$ cat src/rtl/i2c_cfg_target.sv
module i2c_cfg_target #(
  parameter logic [6:0] DEV_ADDR    = 7'h52,
  parameter int         NREG        = 8,
  parameter int         COPY_LAT    = 4,
  parameter logic [7:0] ID_CODE     = 8'hC3,
  parameter logic [7:0] SHADOW_INIT = 8'h5A,
  localparam int        IW          = (NREG > 1) ? $clog2(NREG) : 1,
  localparam int        LW          = (COPY_LAT > 1) ? $clog2(COPY_LAT) : 1
) (
  input  logic          clk,
  input  logic          rst_n,
  input  logic          scl_i,
  input  logic          sda_i,
  output logic          sda_oe,
  input  logic [IW-1:0] reg_rd_idx,
  output logic [7:0]    reg_rd_data,
  output logic          busy
);

  typedef enum logic [2:0] {S_IDLE, S_RX, S_ACK, S_TX, S_MACK} st_t;

  st_t           st;
  logic [2:0]    scl_p, sda_p;
  logic [3:0]    bcnt;
  logic [1:0]    bno;
  logic [7:0]    sh, tx;
  logic [1:0]    cmd;
  logic          rw, pend, nack;
  logic [IW-1:0] ptr, ptr_nxt, idx_in;
  logic          cp_res;
  logic [IW-1:0] cp_idx;
  logic [LW-1:0] lat;
  logic [7:0]    regs   [NREG];
  logic [7:0]    shadow [NREG] = '{default: SHADOW_INIT};

  wire scl_s     = scl_p[1];
  wire sda_s     = sda_p[1];
  wire scl_rise  = scl_p[1] & ~scl_p[2];
  wire scl_fall  = ~scl_p[1] & scl_p[2];
  wire start_det = scl_p[1] & scl_p[2] & ~sda_p[1] & sda_p[2];
  wire stop_det  = scl_p[1] & scl_p[2] & sda_p[1] & ~sda_p[2];
  wire rx_done   = (st == S_RX) && scl_fall && (bcnt == 4'd8);
  wire host_we   = rx_done && (bno == 2'd3) && (cmd == 2'b00);
  wire step      = busy && (lat == LW'(COPY_LAT - 1));

  assign ptr_nxt     = (ptr == IW'(NREG - 1)) ? '0 : ptr + 1'b1;
  assign idx_in      = (int'(sh) < NREG) ? sh[IW-1:0] : '0;
  assign reg_rd_data = regs[reg_rd_idx];

  always_ff @(posedge clk or negedge rst_n) begin
    if (!rst_n) begin
      scl_p <= 3'b111;
      sda_p <= 3'b111;
    end else begin
      scl_p <= {scl_p[1:0], scl_i};
      sda_p <= {sda_p[1:0], sda_i};
    end
  end

  always_ff @(posedge clk or negedge rst_n) begin
    if (!rst_n) begin
      st <= S_IDLE; sda_oe <= 1'b0; bcnt <= '0; bno <= '0;
      sh <= '0; tx <= '0; cmd <= '0; rw <= 1'b0; pend <= 1'b0;
      nack <= 1'b0; ptr <= '0;
    end else if (start_det) begin
      st <= S_RX; bcnt <= '0; bno <= '0; sda_oe <= 1'b0;
    end else if (stop_det) begin
      st <= S_IDLE; sda_oe <= 1'b0; pend <= 1'b0;
    end else begin
      case (st)
        S_RX: begin
          if (scl_rise && bcnt < 4'd8) begin
            sh   <= {sh[6:0], sda_s};
            bcnt <= bcnt + 1'b1;
          end else if (rx_done) begin
            bcnt <= '0;
            if (bno == 2'd0) begin
              if (sh[7:1] == DEV_ADDR && !busy) begin
                rw <= sh[0]; sda_oe <= 1'b1; st <= S_ACK; bno <= 2'd1;
              end else begin
                st <= S_IDLE;
              end
            end else begin
              sda_oe <= 1'b1;
              st     <= S_ACK;
              if (bno != 2'd3) bno <= bno + 1'b1;
              if (bno == 2'd1) begin
                cmd  <= sh[1:0];
                pend <= sh[1] ^ sh[0];
              end
              if (bno == 2'd2 && cmd == 2'b00) ptr <= idx_in;
              if (host_we) ptr <= ptr_nxt;
            end
          end
        end
        S_ACK: if (scl_fall) begin
          if (rw) begin
            tx <= ID_CODE; sda_oe <= ~ID_CODE[7]; bcnt <= '0; st <= S_TX;
          end else begin
            sda_oe <= 1'b0; st <= S_RX;
          end
        end
        S_TX: if (scl_fall) begin
          if (bcnt == 4'd7) begin
            sda_oe <= 1'b0; st <= S_MACK;
          end else begin
            tx <= {tx[6:0], 1'b0}; sda_oe <= ~tx[6]; bcnt <= bcnt + 1'b1;
          end
        end
        S_MACK: begin
          if (scl_rise) nack <= sda_s;
          else if (scl_fall) begin
            if (!nack) begin
              tx <= regs[ptr]; sda_oe <= ~regs[ptr][7]; ptr <= ptr_nxt;
              bcnt <= '0; st <= S_TX;
            end else begin
              st <= S_IDLE;
            end
          end
        end
        default: st <= S_IDLE;
      endcase
    end
  end

  always_ff @(posedge clk or negedge rst_n) begin
    if (!rst_n) begin
      busy <= 1'b1; cp_res <= 1'b1; cp_idx <= '0; lat <= '0;
    end else if (busy) begin
      if (step) begin
        lat <= '0;
        if (cp_idx == IW'(NREG - 1)) begin
          busy <= 1'b0; cp_idx <= '0;
        end else begin
          cp_idx <= cp_idx + 1'b1;
        end
      end else begin
        lat <= lat + 1'b1;
      end
    end else if (stop_det && pend) begin
      busy <= 1'b1; cp_res <= cmd[1]; cp_idx <= '0; lat <= '0;
    end
  end

  always_ff @(posedge clk) begin
    if (step && !cp_res) shadow[cp_idx] <= regs[cp_idx];
  end

  always_ff @(posedge clk or negedge rst_n) begin
    if (!rst_n) begin
      for (int i = 0; i < NREG; i++) regs[i] <= '0;
    end else if (step && cp_res) begin
      regs[cp_idx] <= shadow[cp_idx];
    end else if (host_we) begin
      regs[ptr] <= sh;
    end
  end

endmodule

$ cat config.mk
export PLATFORM = sky130hd
export DESIGN_NAME = i2c_cfg_target
export DESIGN_NICKNAME = d
export VERILOG_FILES = /design/src/rtl/i2c_cfg_target.sv
export SDC_FILE = /design/constraint.sdc
export NUM_CORES = 1
export LEC_CHECK = 0
export ABC_CLOCK_PERIOD_IN_PS = 5500
export BUFFER_PORTS_ARGS = -buffer_cell sky130_fd_sc_hd__buf_4
export CAP_MARGIN = 20
export CORE_MARGIN = 1.5
export CORE_UTILIZATION = 60
export CTS_BUF_LIST = sky130_fd_sc_hd__clkbuf_2 sky130_fd_sc_hd__clkbuf_4 sky130_fd_sc_hd__clkbuf_8
export DETAILED_ROUTE_END_ITERATION = 8
export MAX_ROUTING_LAYER = met4
export PLACE_DENSITY = 0.83
export SYNTH_ARGS = -nofsm -noshare
export SYNTH_HDL_FRONTEND = slang
export SYNTH_SLANG_ARGS = --single-unit
$ cat constraint.sdc
create_clock -name clk -period 5.5 [get_ports clk]
set_input_delay 0.55 -clock clk [delete_from_list [all_inputs] [get_ports clk]]
set_output_delay 0.55 -clock clk [all_outputs]
set_load 0.01 [all_outputs]
======== After elaboration in Yosys (flattened, before gate mapping) ========
Memories as Yosys holds them, arrays and structs flattened.
Cells that the tools add are included.
storage, ports and cells
  bits in registers ....................... 110
  memories ................................ 1
  logic and storage cells ................. 252
  bits of input ports ..................... 7
  output and inout bits ................... 10
  bits in latches ......................... 0
  bits in read-only memories .............. 0
  memory bits (writable) .................. 64
memory list
  name    depth  width  read ports  clocked after memory_dff  write ports  RTL line  source
  shadow  8      8      1           0                         1            34        logic [7:0] shadow [NREG] = '{default: SHADOW_INIT};
operators by class
  multipliers ............................. 0
  bitwise operators ....................... 22
  eq/ne operators ......................... 48
  shift-type cells ........................ 0
  $lt $le $gt $ge ......................... 7
  mux-type cells .......................... 102
  add/sub/neg operators ................... 5
  div/mod/pow operators ................... 0
  reduce and logical (&&, ||, !) cells .... 42
operators by type and width
  cell                  count
  $bwmux W64            2
  $mux W64              2
  $bmux W8 S3           3
  $mux W3               24
  $mux W8               8
  $mux W7               7
  $demux W8 S3          2
  $mux W4               11
  $ne A4 B4 Y1 const B  8
  $ne A2 B2 Y1 const B  15
  $reduce_and A10 Y1    3
  $mux W2               14
  $mux W1               24
  $ne A3 B3 Y1 const B  7
  $pmux W7 S3           1
  $reduce_and A7 Y1     3
  $pmux W4 S4           1
  $reduce_bool A2 Y1    8
  $logic_and A1 B1 Y1   13
  $ge A4 B4 Y1 const B  3
  $not A3 Y4            3
  $pmux W3 S4           1
  $reduce_and A6 Y1     2
  $not A1 Y1            11
  30 further kinds      50

======== Longest topological paths before layout ========
  word-level depth ........................ 11
  gate-level depth with buffers ........... 8
  depth with buffers taken out ............ 7

======== Worst setup path after synthesis ========
Ideal clock, no wire load.
  path kind ............................... input port to output port
  from .................................... input reg_rd_idx[0]
  to ...................................... output reg_rd_data[0]
  path buffers ............................ 2
  data required time ...................... 4.950 ns
  stages on the path ...................... 4
  setup slack ............................. 2.873 ns
  arrival ................................. 2.077 ns
  cells stage by stage .................... clkbuf_1 buf_2 mux4_2 mux2_2
on the way
  word-level cells in the longest chain between the ends .. 4
ends and longest elaborated chain
  what                                         RTL line  source
  from (decl)                                  15        input logic [IW-1:0] reg_rd_idx,
  $not A3 Y4 (implied by the code)             48        assign reg_rd_data = regs[reg_rd_idx];
  $bmux W8 S3                                  48
  $mux W8 (implied by the code) (2 in series)  48
  to (decl)                                    16        output logic [7:0] reg_rd_data,
Every way passes these cells. The select of a mux whose other input is x is not followed.

======== Worst setup path after layout ========
  from .................................... register cp_idx[0]
  to ...................................... register regs[19] in the netlist's numbering
on the way
  word-level cells in the longest chain between the ends .. 7
ends and longest elaborated chain
  what                                                                RTL line  source
  from (decl)                                                         31        logic [IW-1:0] cp_idx;
  from (signal assigned)                                              135       cp_idx <= cp_idx + 1'b1;
  $not A3 Y4 (implied by the code)                                    153       regs[cp_idx] <= shadow[cp_idx];
  $ge A4 B4 Y1 (implied by the code) or $lt A4 B1 Y1 (tied branches)  153
  $logic_and A1 B1 Y1 (implied by the code)                           153
  $mux W8 (implied by the code)                                       153
  $demux W8 S3                                                        153
  $bwmux W64 *                                                        153
  $mux W64 *                                                          152       end else if (step && cp_res) begin
  to (signal, indexed assignment)                                     153
  to (signal, indexed assignment)                                     155       regs[ptr] <= sh;
  to (decl)                                                           33        logic [7:0] regs [NREG];
Mark *: on every way between the ends. The rest lies on a longest branch, timed or not.
A chain may end at the register's enable or synchronous reset.

==> impl_metrics.tcl <==
set metrics [dict create \
    cts_setup_buffers 0 \
    cts_inserted_buffers 17 \
    crit_path_end_kind "flop" \
    gp_congestion 0.976 \
    avgViaCountPerCell 7.22 \
    finalHoldViolations 0 \
    drtIter0Drc 1066 \
    cts_root_buf "clkbuf_8" \
    ys_warn_count 0 \
    grt-ovfl-total 0 \
    vdd_ir_drop_max_mv 0.349 \
    synth_top_family_by_area "compound AO/OA/AOI/OAI gates" \
    start_util_pct 61.7 \
    postSynthCellCount 787 \
    synth_ff_type "dfrtp_1" \
    dr.pass1.iters 6 \
    cts_resized 0 \
    grt_pass1_wl_mm 41.4 \
    r2r-start "cp_idx[0]$_DFFE_PN0P_" \
    synth_top_cell_area_share_pct 27.1 \
    avgSynthCellArea_sq_um 12.0 \
    clock_latency_ns 0.48 \
    crit_type "reg2reg" \
    utilization_pct 65.9 \
    coreArea_sq_um 15300 \
    synthArstFlopShare_pct 63.2 \
    postCtsHoldBufs 0 \
    wl_per_cell_um 26.5 \
    grt_max_degree 79 \
    p_switching_mw 0.591 \
    p_leak_nw 3.84 \
    fin_area_sq_um 10000 \
    synth_area_leaders "dfrtp_1 (27%), edfxtp_1 (20%), mux4_2 (9.1%), a221o_1 (6.7%), mux2_2 (4.4%)" \
    port_buffers 16 \
    reg2reg_depth 5 \
    fill_cells 1134 \
    final_cell_mix "dfrtp_1 (101), nor2_1 (96), edfxtp_1 (64)" \
    routed.top_layer "met4" \
    layout-drive-gt1-share_pct 21.0 \
    final.setup.tns_ns 0 \
    syn2layout_area_growth_pct 6.71 \
    p_per_area_nw_per_um2 234 \
    wl_met3_mm 2.66 \
    cts_max_level 4 \
    synth_nets 805 \
    io_pins 17 \
    die_h_um 128 \
    cts_tree "yes" \
    synth_edf_count 64 \
    finalWorstSetupSlack_ns 2.48 \
    worstMarginPinSlew_ns 1.03 \
    share_comb_of_total_power_pct 2.8 \
    cp.arrival_ns 3.39 \
    period_share_pct 55.0 \
    synth-simple-area-share_pct 13.2 \
    startpoint "cp_idx[0]$_DFFE_PN0P_" \
    placed_area_sq_um 9620 \
    grt_use_total_pct 35.2 \
    seq_area_frac_synth_pct 49.7 \
    hold-worst-slack_ns 0.0103 \
    total_power_mw 2.35 \
    die_w_um 128 \
    rr_endpoint "regs[19]$_DFFE_PN0P_" \
    ys_seq_elements 174 \
    hp-class "in2async" \
    slowest_stage "mux2i_1" \
    status "finished, final reports clean" \
    cts.sinks 174 \
    n_antenna_cell 0 \
    wl_met1_mm 10.7 \
    ff2ff_setup_slack_ns 2.48 \
    seqPwrFrac_pct 58.1 \
    place_inst 967 \
    seqCellArea_sq_um 4690 \
    num_rows 45 \
    antenna_found_initial 0 \
    power.internal_mw 1.76 \
    multi_input_area_sq_um 4390 \
    cp.required_ns 5.87 \
    critPathBufInv 1 \
    finalClockSkew_ns 0.0206 \
    routed_wl_mm 26.5 \
    swShare_pct 25.2 \
    path_delay_family "multiplexers" \
    synth_cell_types 76 \
    muxShareOfSynthArea_pct 15.6 \
    clock_path_buffers 2 \
    grt_pass1_vias 7151 \
    final_max_slew_viol_count 0 \
    cp_max_fo 32 \
    path_clk_slew_ns 0.11 \
    crit_chain "buf_4 > mux4_2 > mux2i_1 > nor2_1 > a221o_1" \
    period_minus_slack_ns 3.02 \
    cpPeakStageDelay_ns 0.76 \
    die_area_sq_um 16500 \
    final_nets 794 \
    fmax_mhz 331 \
    wl_met2_mm 12.3 \
    synth-compound-area-share_pct 16.2 \
    finalSetupViolations 0 \
    vias 7217 \
    synth_area_sq_um 9420 \
    synth_fa_ha_area_share_pct 1.46 \
    dpl_worst_slack_ns 2.57 \
    slew_headroom_pct 31.0 \
    rsz0062_at_grt "no" \
    pwr-share-clk_pct 39.1 \
    final_common_cell "dfrtp_1" \
    antenna_left 0 \
    drc 0 \
    yosysTopAreaCell "dfrtp_1" \
    synth_xor_xnor_area_share_pct 0.186 \
    max-cap-violations 0 \
    dp_hpwl_mm 17.7 \
    start_kind "flop" \
    stdcell_count 1000 \
]
-- state kept, by name, indices dropped and copies added, names as in the netlist, 3 cells and up --
| signal | count |
|---|---|
| sh | 8 |
| scl_p | 3 |
| st | 3 |
| shadow | 64 |
| sda_p | 3 |
| ptr | 3 |
| regs | 64 |
| bcnt | 4 |
| tx | 7 |
| cp_idx | 3 |
-- power by group through the flow --
| stage | Combinational (mW) | Clock (mW) | Sequential, mW |
|---|---|---|---|
| 2_1_floorplan | 0.0444 | 0 | 1.38 |
| 3_3_place_gp | 0.0631 | 0 | 1.39 |
| 3_5_place_dp | 0.0647 | 0 | 1.39 |
| 4_1_cts | 0.0652 | 0.925 | 1.36 |
| 5_1_grt | 0.0743 | 0.976 | 1.37 |
| 6_report | 0.0665 | 0.918 | 1.37 |
-- how the worst max path moves through the flow --
| stage | end | slack, ns | depth (start not counted) |
|---|---|---|---|
| 2_1_floorplan | reg_rd_data[0] | 2.87 | 4 |
| 3_3_place_gp | regs[11]$_DFFE_PN0P_ | 2.72 | 5 |
| 3_5_place_dp | regs[3]$_DFFE_PN0P_ | 2.57 | 5 |
| 4_1_cts | regs[19]$_DFFE_PN0P_ | 2.56 | 5 |
| 5_1_grt | regs[35]$_DFFE_PN0P_ | 2.41 | 5 |
| 6_report | regs[19]$_DFFE_PN0P_ | 2.48 | 5 |
-- layer usage --
metal | vias to the layer above | global-route usage [%]
li1 | 3047 | -
met1 | 3626 | 47.5
met2 | 469 | 52.6
met3 | 75 | 7.43
met4 | 0 | 14.5
met5 | - | -
-- Yosys cell counts, drive strengths merged (4+ instances only) --
library cell	count
a31oi	9
dfrtp	102
mux4	38
mux2i	19
buf	34
a22o	7
nand3b	6
edfxtp	64
o22ai	4
and3	5
nor2b	11
o221ai	5
nand3	16
a211oi	5
a221oi	11
ha	11
nand4b	4
or2	7
nor3b	4
o21a	4
inv	22
a22oi	12
nor2	97
dfstp	8
clkbuf	23
o21ai	24
nor3	11
nand2	41
a221o	63
mux2	37
o211ai	5
a21oi	18
nand2b	13
-- worst reg2reg max path: cells and delay by family, from the launching register on --
family | cells | cell delay, ns
and+or+nand+nor | 1 | 0.11
DFF | 1 | 0.71
muxes | 2 | 1.33
AOI/OAI and AO/OA | 1 | 0.30
buffers and inverters | 1 | 0.47
-- layout make-up --
| type | instances | area share (%) |
|---|---|---|
| flip-flops and latches | 174 | 46.6 |
| multi-input cells | 534 | 43.7 |
| well taps | 211 | 2.63 |
| clock buffers | 18 | 2.40 |
| repair buffers | 27 | 2.14 |
| clock inverters | 14 | 1.67 |
| inverters | 22 | 0.822 |
-- cell families after synthesis --
logic type	Yosys count
simple gates	236
mux	94
compound gates	191
xor+xnor	2
buf+inv	79
fa+ha+maj	11
flops	174
(Power assumes the default switching activity.)
